==> config.mk <==
export PLATFORM = sky130hd
export DESIGN_NAME = lslice_top
export DESIGN_NICKNAME = d
export VERILOG_FILES = /design/src/rtl/lslice_pkg.sv /design/src/rtl/lslice_rst_sync.sv /design/src/rtl/lslice_lut.sv /design/src/rtl/lslice_ff.sv /design/src/rtl/lslice_top.sv
export SDC_FILE = /design/constraint.sdc
export NUM_CORES = 1
export LEC_CHECK = 0
export BUFFER_PORTS_ARGS = -buffer_cell sky130_fd_sc_hd__buf_4
export CAP_MARGIN = 40
export CORE_MARGIN = 3
export CORE_UTILIZATION = 50
export DETAILED_ROUTE_END_ITERATION = 10
export PLACE_DENSITY = 0.77
export SETUP_SLACK_MARGIN = 0.5
export SLEW_MARGIN = 20
export SYNTH_ARGS = -nofsm -noshare
export SYNTH_HDL_FRONTEND = slang
export SYNTH_SLANG_ARGS = --single-unit
==> constraint.sdc <==
create_clock -name clk -period 2.6 [get_ports clk]
set_clock_uncertainty 0.15 [all_clocks]
set_input_delay 0.39 -clock clk [delete_from_list [all_inputs] [get_ports clk]]
set_output_delay 0.39 -clock clk [all_outputs]
set_load 0.03 [all_outputs]
==> src/rtl/lslice_pkg.sv <==
package lslice_pkg;
  localparam int LUT_K = 4;
  localparam int TBL_W = 1 << LUT_K;
  localparam int HALVES = 2;

  typedef struct packed {
    logic srpin_en;
    logic sr_sync;
    logic sr_val;
    logic cepin_en;
    logic alt;
  } ff_cfg_t;

  typedef struct packed {
    ff_cfg_t            ff1;
    ff_cfg_t            ff0;
    logic               wide;
    logic [TBL_W-1:0]   tbl1;
    logic [TBL_W-1:0]   tbl0;
  } slice_cfg_t;

  localparam int CFG_W = $bits(slice_cfg_t);
endpackage

==> src/rtl/lslice_rst_sync.sv <==
module lslice_rst_sync #(
  parameter int STAGES = 2
) (
  input  logic clk,
  input  logic rst_n,
  output logic rst_s_n
);
  logic [STAGES-1:0] chain_q;

  always_ff @(posedge clk or negedge rst_n) begin
    if (!rst_n) chain_q <= '0;
    else        chain_q <= {chain_q[STAGES-2:0], 1'b1};
  end

  assign rst_s_n = chain_q[STAGES-1];
endmodule

==> src/rtl/lslice_lut.sv <==
module lslice_lut #(
  parameter int K = 4,
  localparam int W = 1 << K
) (
  input  logic [W-1:0] tbl,
  input  logic [K-1:0] sel,
  output logic         o
);
  always_comb o = tbl[sel];
endmodule

==> src/rtl/lslice_ff.sv <==
module lslice_ff (
  input  logic clk,
  input  logic rst_s_n,
  input  logic load,
  input  logic load_val,
  input  logic valid,
  input  logic cepin_en,
  input  logic srpin_en,
  input  logic sr_sync,
  input  logic sr_val,
  input  logic d,
  input  logic ce_in,
  input  logic sr_in,
  output logic q
);
  logic q_reg, q_nxt, ce_eff, sr_act;

  always_comb begin
    ce_eff = cepin_en ? ce_in : 1'b1;
    sr_act = valid & srpin_en & sr_in;
    q_nxt  = q_reg;
    if (load)        q_nxt = load_val;
    else if (sr_act) q_nxt = sr_val;
    else if (valid && ce_eff) q_nxt = d;
  end

  always_ff @(posedge clk or negedge rst_s_n) begin
    if (!rst_s_n) q_reg <= 1'b0;
    else          q_reg <= q_nxt;
  end

  assign q = (sr_act && !sr_sync) ? sr_val : q_reg;

  a_r2_load_init: assert property (@(posedge clk) disable iff (!rst_s_n)
    load |=> (q_reg == $past(load_val)));

  a_r7_hold_when_off: assert property (@(posedge clk) disable iff (!rst_s_n)
    (!load && valid && cepin_en && !ce_in && !(srpin_en && sr_in)) |=> $stable(q_reg));

  a_r9_sr_at_edge: assert property (@(posedge clk) disable iff (!rst_s_n)
    (!load && valid && srpin_en && sr_in) |=> (q_reg == $past(sr_val)));
endmodule

==> src/rtl/lslice_top.sv <==
module lslice_top
  import lslice_pkg::*;
#(
  parameter int SLICE_KIND = 1
) (
  input  logic             clk,
  input  logic             rst_n,
  input  logic             cfg_en,
  input  logic [CFG_W-1:0] cfg_word,
  input  logic [LUT_K-1:0] lut_a,
  input  logic [LUT_K-1:0] lut_b,
  input  logic [1:0]       byp,
  input  logic             ce_in,
  input  logic             sr_in,
  output logic [1:0]       f_out,
  output logic             fx_out,
  output logic [1:0]       q_out
);
  logic       rst_s_n;
  slice_cfg_t cfg_q, cfg_d, cfg_new;
  logic       valid_q, valid_d;

  lslice_rst_sync #(.STAGES(2)) u_rst (
    .clk(clk), .rst_n(rst_n), .rst_s_n(rst_s_n)
  );

  assign cfg_new = slice_cfg_t'(cfg_word);

  always_comb begin
    cfg_d   = cfg_q;
    valid_d = valid_q;
    if (cfg_en) begin
      cfg_d   = cfg_new;
      valid_d = 1'b1;
    end
  end

  always_ff @(posedge clk or negedge rst_s_n) begin
    if (!rst_s_n) begin
      cfg_q   <= '0;
      valid_q <= 1'b0;
    end else begin
      cfg_q   <= cfg_d;
      valid_q <= valid_d;
    end
  end

  logic [LUT_K-1:0] lsel [HALVES];
  logic [TBL_W-1:0] ltbl [HALVES];
  ff_cfg_t          ffc  [HALVES];
  logic             ldv  [HALVES];
  logic [1:0]       f_raw, q_raw, dsel;
  logic             fx_raw;

  assign lsel[0] = lut_a;
  assign lsel[1] = cfg_q.wide ? lut_a : lut_b;
  assign ltbl[0] = cfg_q.tbl0;
  assign ltbl[1] = cfg_q.tbl1;
  assign ffc[0]  = cfg_q.ff0;
  assign ffc[1]  = cfg_q.ff1;
  assign ldv[0]  = cfg_new.ff0.sr_val;
  assign ldv[1]  = cfg_new.ff1.sr_val;

  assign fx_raw = byp[0] ? f_raw[1] : f_raw[0];

  for (genvar h = 0; h < HALVES; h++) begin : g_half
    lslice_lut #(.K(LUT_K)) u_lut (
      .tbl(ltbl[h]), .sel(lsel[h]), .o(f_raw[h])
    );

    if (SLICE_KIND == 0) begin : g_kind0
      assign dsel[h] = ffc[h].alt ? fx_raw : f_raw[h];
    end else begin : g_kind1
      assign dsel[h] = ffc[h].alt ? f_raw[h] : byp[h];
    end

    lslice_ff u_ff (
      .clk(clk), .rst_s_n(rst_s_n), .load(cfg_en), .load_val(ldv[h]),
      .valid(valid_q), .cepin_en(ffc[h].cepin_en), .srpin_en(ffc[h].srpin_en),
      .sr_sync(ffc[h].sr_sync), .sr_val(ffc[h].sr_val), .d(dsel[h]),
      .ce_in(ce_in), .sr_in(sr_in), .q(q_raw[h])
    );
  end

  assign f_out  = valid_q ? f_raw : 2'b00;
  assign fx_out = valid_q & fx_raw;
  assign q_out  = q_raw;

  a_r1_quiet_unconfigured: assert property (@(posedge clk) disable iff (!rst_s_n)
    !valid_q |-> (q_out == 2'b00 && f_out == 2'b00 && !fx_out));

  a_r2_valid_from_capture: assert property (@(posedge clk) disable iff (!rst_s_n)
    $rose(valid_q) |-> $past(cfg_en));
endmodule

==> metrics.yaml <==
outcome:
  status: "complete, but fails checks"
  violations: "negative setup slack"
hold_path:
  hold_path.class: "reg2async"
place:
  hpwl_um: 3580
  placedCellCount: 268
  io_buffer_count: 62
  place_congestion: 0.848
  pre_cts_slack_ns: 0.120
final_layout:
  areaGrowthSynthToFinish_pct: 31.5
  nFillCells: 281
  nNetsFinal: 288
  layout-drive-gt1-share_pct: 60.6
  final_util_pct: 71.0
  largest_register_ffs: 43
  antenna_cells: 0
  instances_no_fill: 281
global_routing:
  grt_antenna_before_repair: 0
  grt_usage_pct: 19.2
  grt_pass1_vias: 1678
  grt_overflow_total: 0
  grt_pass1_wl_um: 7780
  grt_max_degree: 49
cts:
  cts_tree: "yes"
  ctsLongestPathBuffers: 2
  clock-sinks: 48
  cts_root_buffer: "clkbuf_8"
  htreeDepth: 2
  clkLatencyLatePin_ns: 0.30
  cts_made_buffers: 5
  path_clk_slew_ns: 0.08
synthesis:
  ys_seq_area_share_pct: 53.7
  syn_area_per_cell_um2: 13.7
  synth_cell_types: 25
  synth_nets: 221
  yosysWarnings: 0
  ys_ff_latch: 48
  syn_inst: 163
  synth_area_um2: 2240
route:
  first_iter_violations: 79
  drcViolationCount: 0
  viasPerCell: 5.37
  vias: 1510
  wl_um: 4710
  ant_nets: 0
  drt-pass1-iter-count: 3
  post_drt_wl_per_cell_um: 16.7
power:
  pwr-share-comb_pct: 23.3
  power.density_nw_per_um2: 583
  leakage_nw: 1.33
  p_int_w: 0.00127
  swShare_pct: 26.0
  p_seq_share_pct: 50.6
  p_switching_w: 0.000447
  power.share.clock_pct: 26.1
  irDropWorstVdd_uv: 399
critical_path:
  critical_path_class: "reg2out"
  critPathLaunchType: "flop"
  cp.arrival_ns: 2.11
  worstPathRequired_ns: 2.06
  end_kind: "output port"
  path_max_fanout: 4
die:
  fp.coreArea_um2: 4140
  start_util_pct: 54.0
  rows: 23
  die_y_um: 72.9
  die_x_um: 72.9
  die-area_um2: 5320
  num_io_pins: 63
timing:
  grt_setup_unrepaired: "yes"
  max-slew-margin-rel_pct: 60.7
  period_needed_ns: 2.65
  hold_viol: 0
  max_freq_ghz: 0.377
  fin_crit_sh_pct: 102
  hold_ws_ns: 0.106
  worst_pin_slew_ns: 0.589
  drv_slew: 0
  setup_viol: 2
  fin_ws_ns: -0.0524
run:
  timing.max_cap.violations: 0
critical path: stages, from the launching register on:
cell and delay [ns]:
dfrtp_1 0.43, mux2_4 0.36, mux4_2 0.44, o21ai_1 0.09, and4_4 0.28, o22ai_4 0.07
buf_6 0.14
cell type report:
class / instances / area, um^2 / area share, %
tap: 50 / 62.6 / 2.12
inverter: 4 / 15.0 / 0.510
sequential: 48 / 1200 / 40.9
clock inverter: 2 / 10.0 / 0.340
multi-input combinational: 102 / 1010 / 34.5
timing repair buffer: 69 / 556 / 18.9
clock buffer: 6 / 82.6 / 2.80
layer usage:
metal,GRT usage [%],share of wire (%),wire [um]
met4,4.30,0.94,44
met5,0,0,0
met2,33.1,54,2520
met3,5.51,5.8,275
met1,24.2,40,1870
Yosys cell counts:
library cell	count	area share (%)
dfrtp_1	48	54
mux2_2	44	22
nand2_1	14	2.3
mux4_2	6	6.0
o21ai_0	6	1.3
clkbuf_1	5	0.84
nor2_1	5	0.84
inv_1	4	0.67
nor3b_1	4	1.3
a21oi_1	3	0.67
buf_4	3	1.0
mux4_1	3	3.5
nand3_1	3	0.67
a211oi_1	2	0.67
nand3b_1	2	0.67
nor2b_1	2	0.56
a311oi_1	1	0.39
a32o_1	1	0.45
and4_1	1	0.39
buf_1	1	0.17
conb_1	1	0.17
mux2_4	1	0.67
nor3_1	1	0.22
o22ai_1	1	0.28
or2_2	1	0.28
timing repair:
action | 4_1_cts | 5_1_grt
pin swaps | 3 | 1
setup endpoints to repair | 5 | 6
gates resized for setup | 10 | 3
buffers inserted | 3 | 1
hold buffers | 1 | 0
hold endpoints to repair | 2 | 0
logic make-up after synthesis:
family	after synthesis	synth area share, %
flops	48	53.7
other cells	1	0.168
buf+inv	13	2.68
compound gates	14	3.80
mux	54	32.4
simple gates	33	7.32
stage by stage:
stage | cell area [um^2] | TNS (ns) | total power [W]
final | 2940 | -0.0739 | 0.00172
after global routing | 2940 | -0.199 | 0.00181
after CTS | 2930 | -0.0970 | 0.00173
after detailed placement | 2790 | 0 | 0.00126
after global placement | 2760 | 0 | 0.00124
after floorplan | 2280 | 0 | 0.00112
power by group through the flow:
stage / logic, W / clock network, W / registers (W)
detailed placement: 0.000375 / 0 / 0.000883
CTS: 0.000399 / 0.000460 / 0.000870
global route: 0.000429 / 0.000497 / 0.000882
finish: 0.000400 / 0.000449 / 0.000869
floorplan: 0.000250 / 0 / 0.000868
global placement: 0.000350 / 0 / 0.000885
cell usage in the layout, fill, tap and decap left out, types with 2 or more instances in the layout:
cell | synthesis | final
clkbuf_8 | 0 | 6
dfrtp_2 | 0 | 2
buf_6 | 0 | 4
dfrtp_1 | 48 | 46
nand2_1 | 14 | 13
buf_4 | 3 | 63
a21oi_1 | 3 | 3
mux4_2 | 6 | 9
mux2_4 | 1 | 3
o21ai_0 | 6 | 4
nand3b_1 | 2 | 2
nor2_1 | 5 | 5
mux2_2 | 44 | 42
clkinv_2 | 0 | 2
a211oi_1 | 2 | 2
nand3_1 | 3 | 3
inv_1 | 4 | 3
nor3b_1 | 4 | 4
path summary, 6_finish.rpt:
check	from	end	slack, ns	depth (start not counted)
max	cfg_q[32]	fx_out	-0.05	6
min	u_rst.chain_q[1]	cfg_q[25]	0.11	0
max reg2reg	cfg_q[15]	g_half[0].u_ff.q_reg	0.39	5
min reg2reg	u_rst.chain_q[1]	cfg_q[25]	0.11	0
max in group asynchronous	u_rst.chain_q[1]	valid_q	1.69	1
min in group clk	cfg_word[35]	cfg_q[35]	0.16	3
Note: power is estimated with default switching activity, not from simulation.
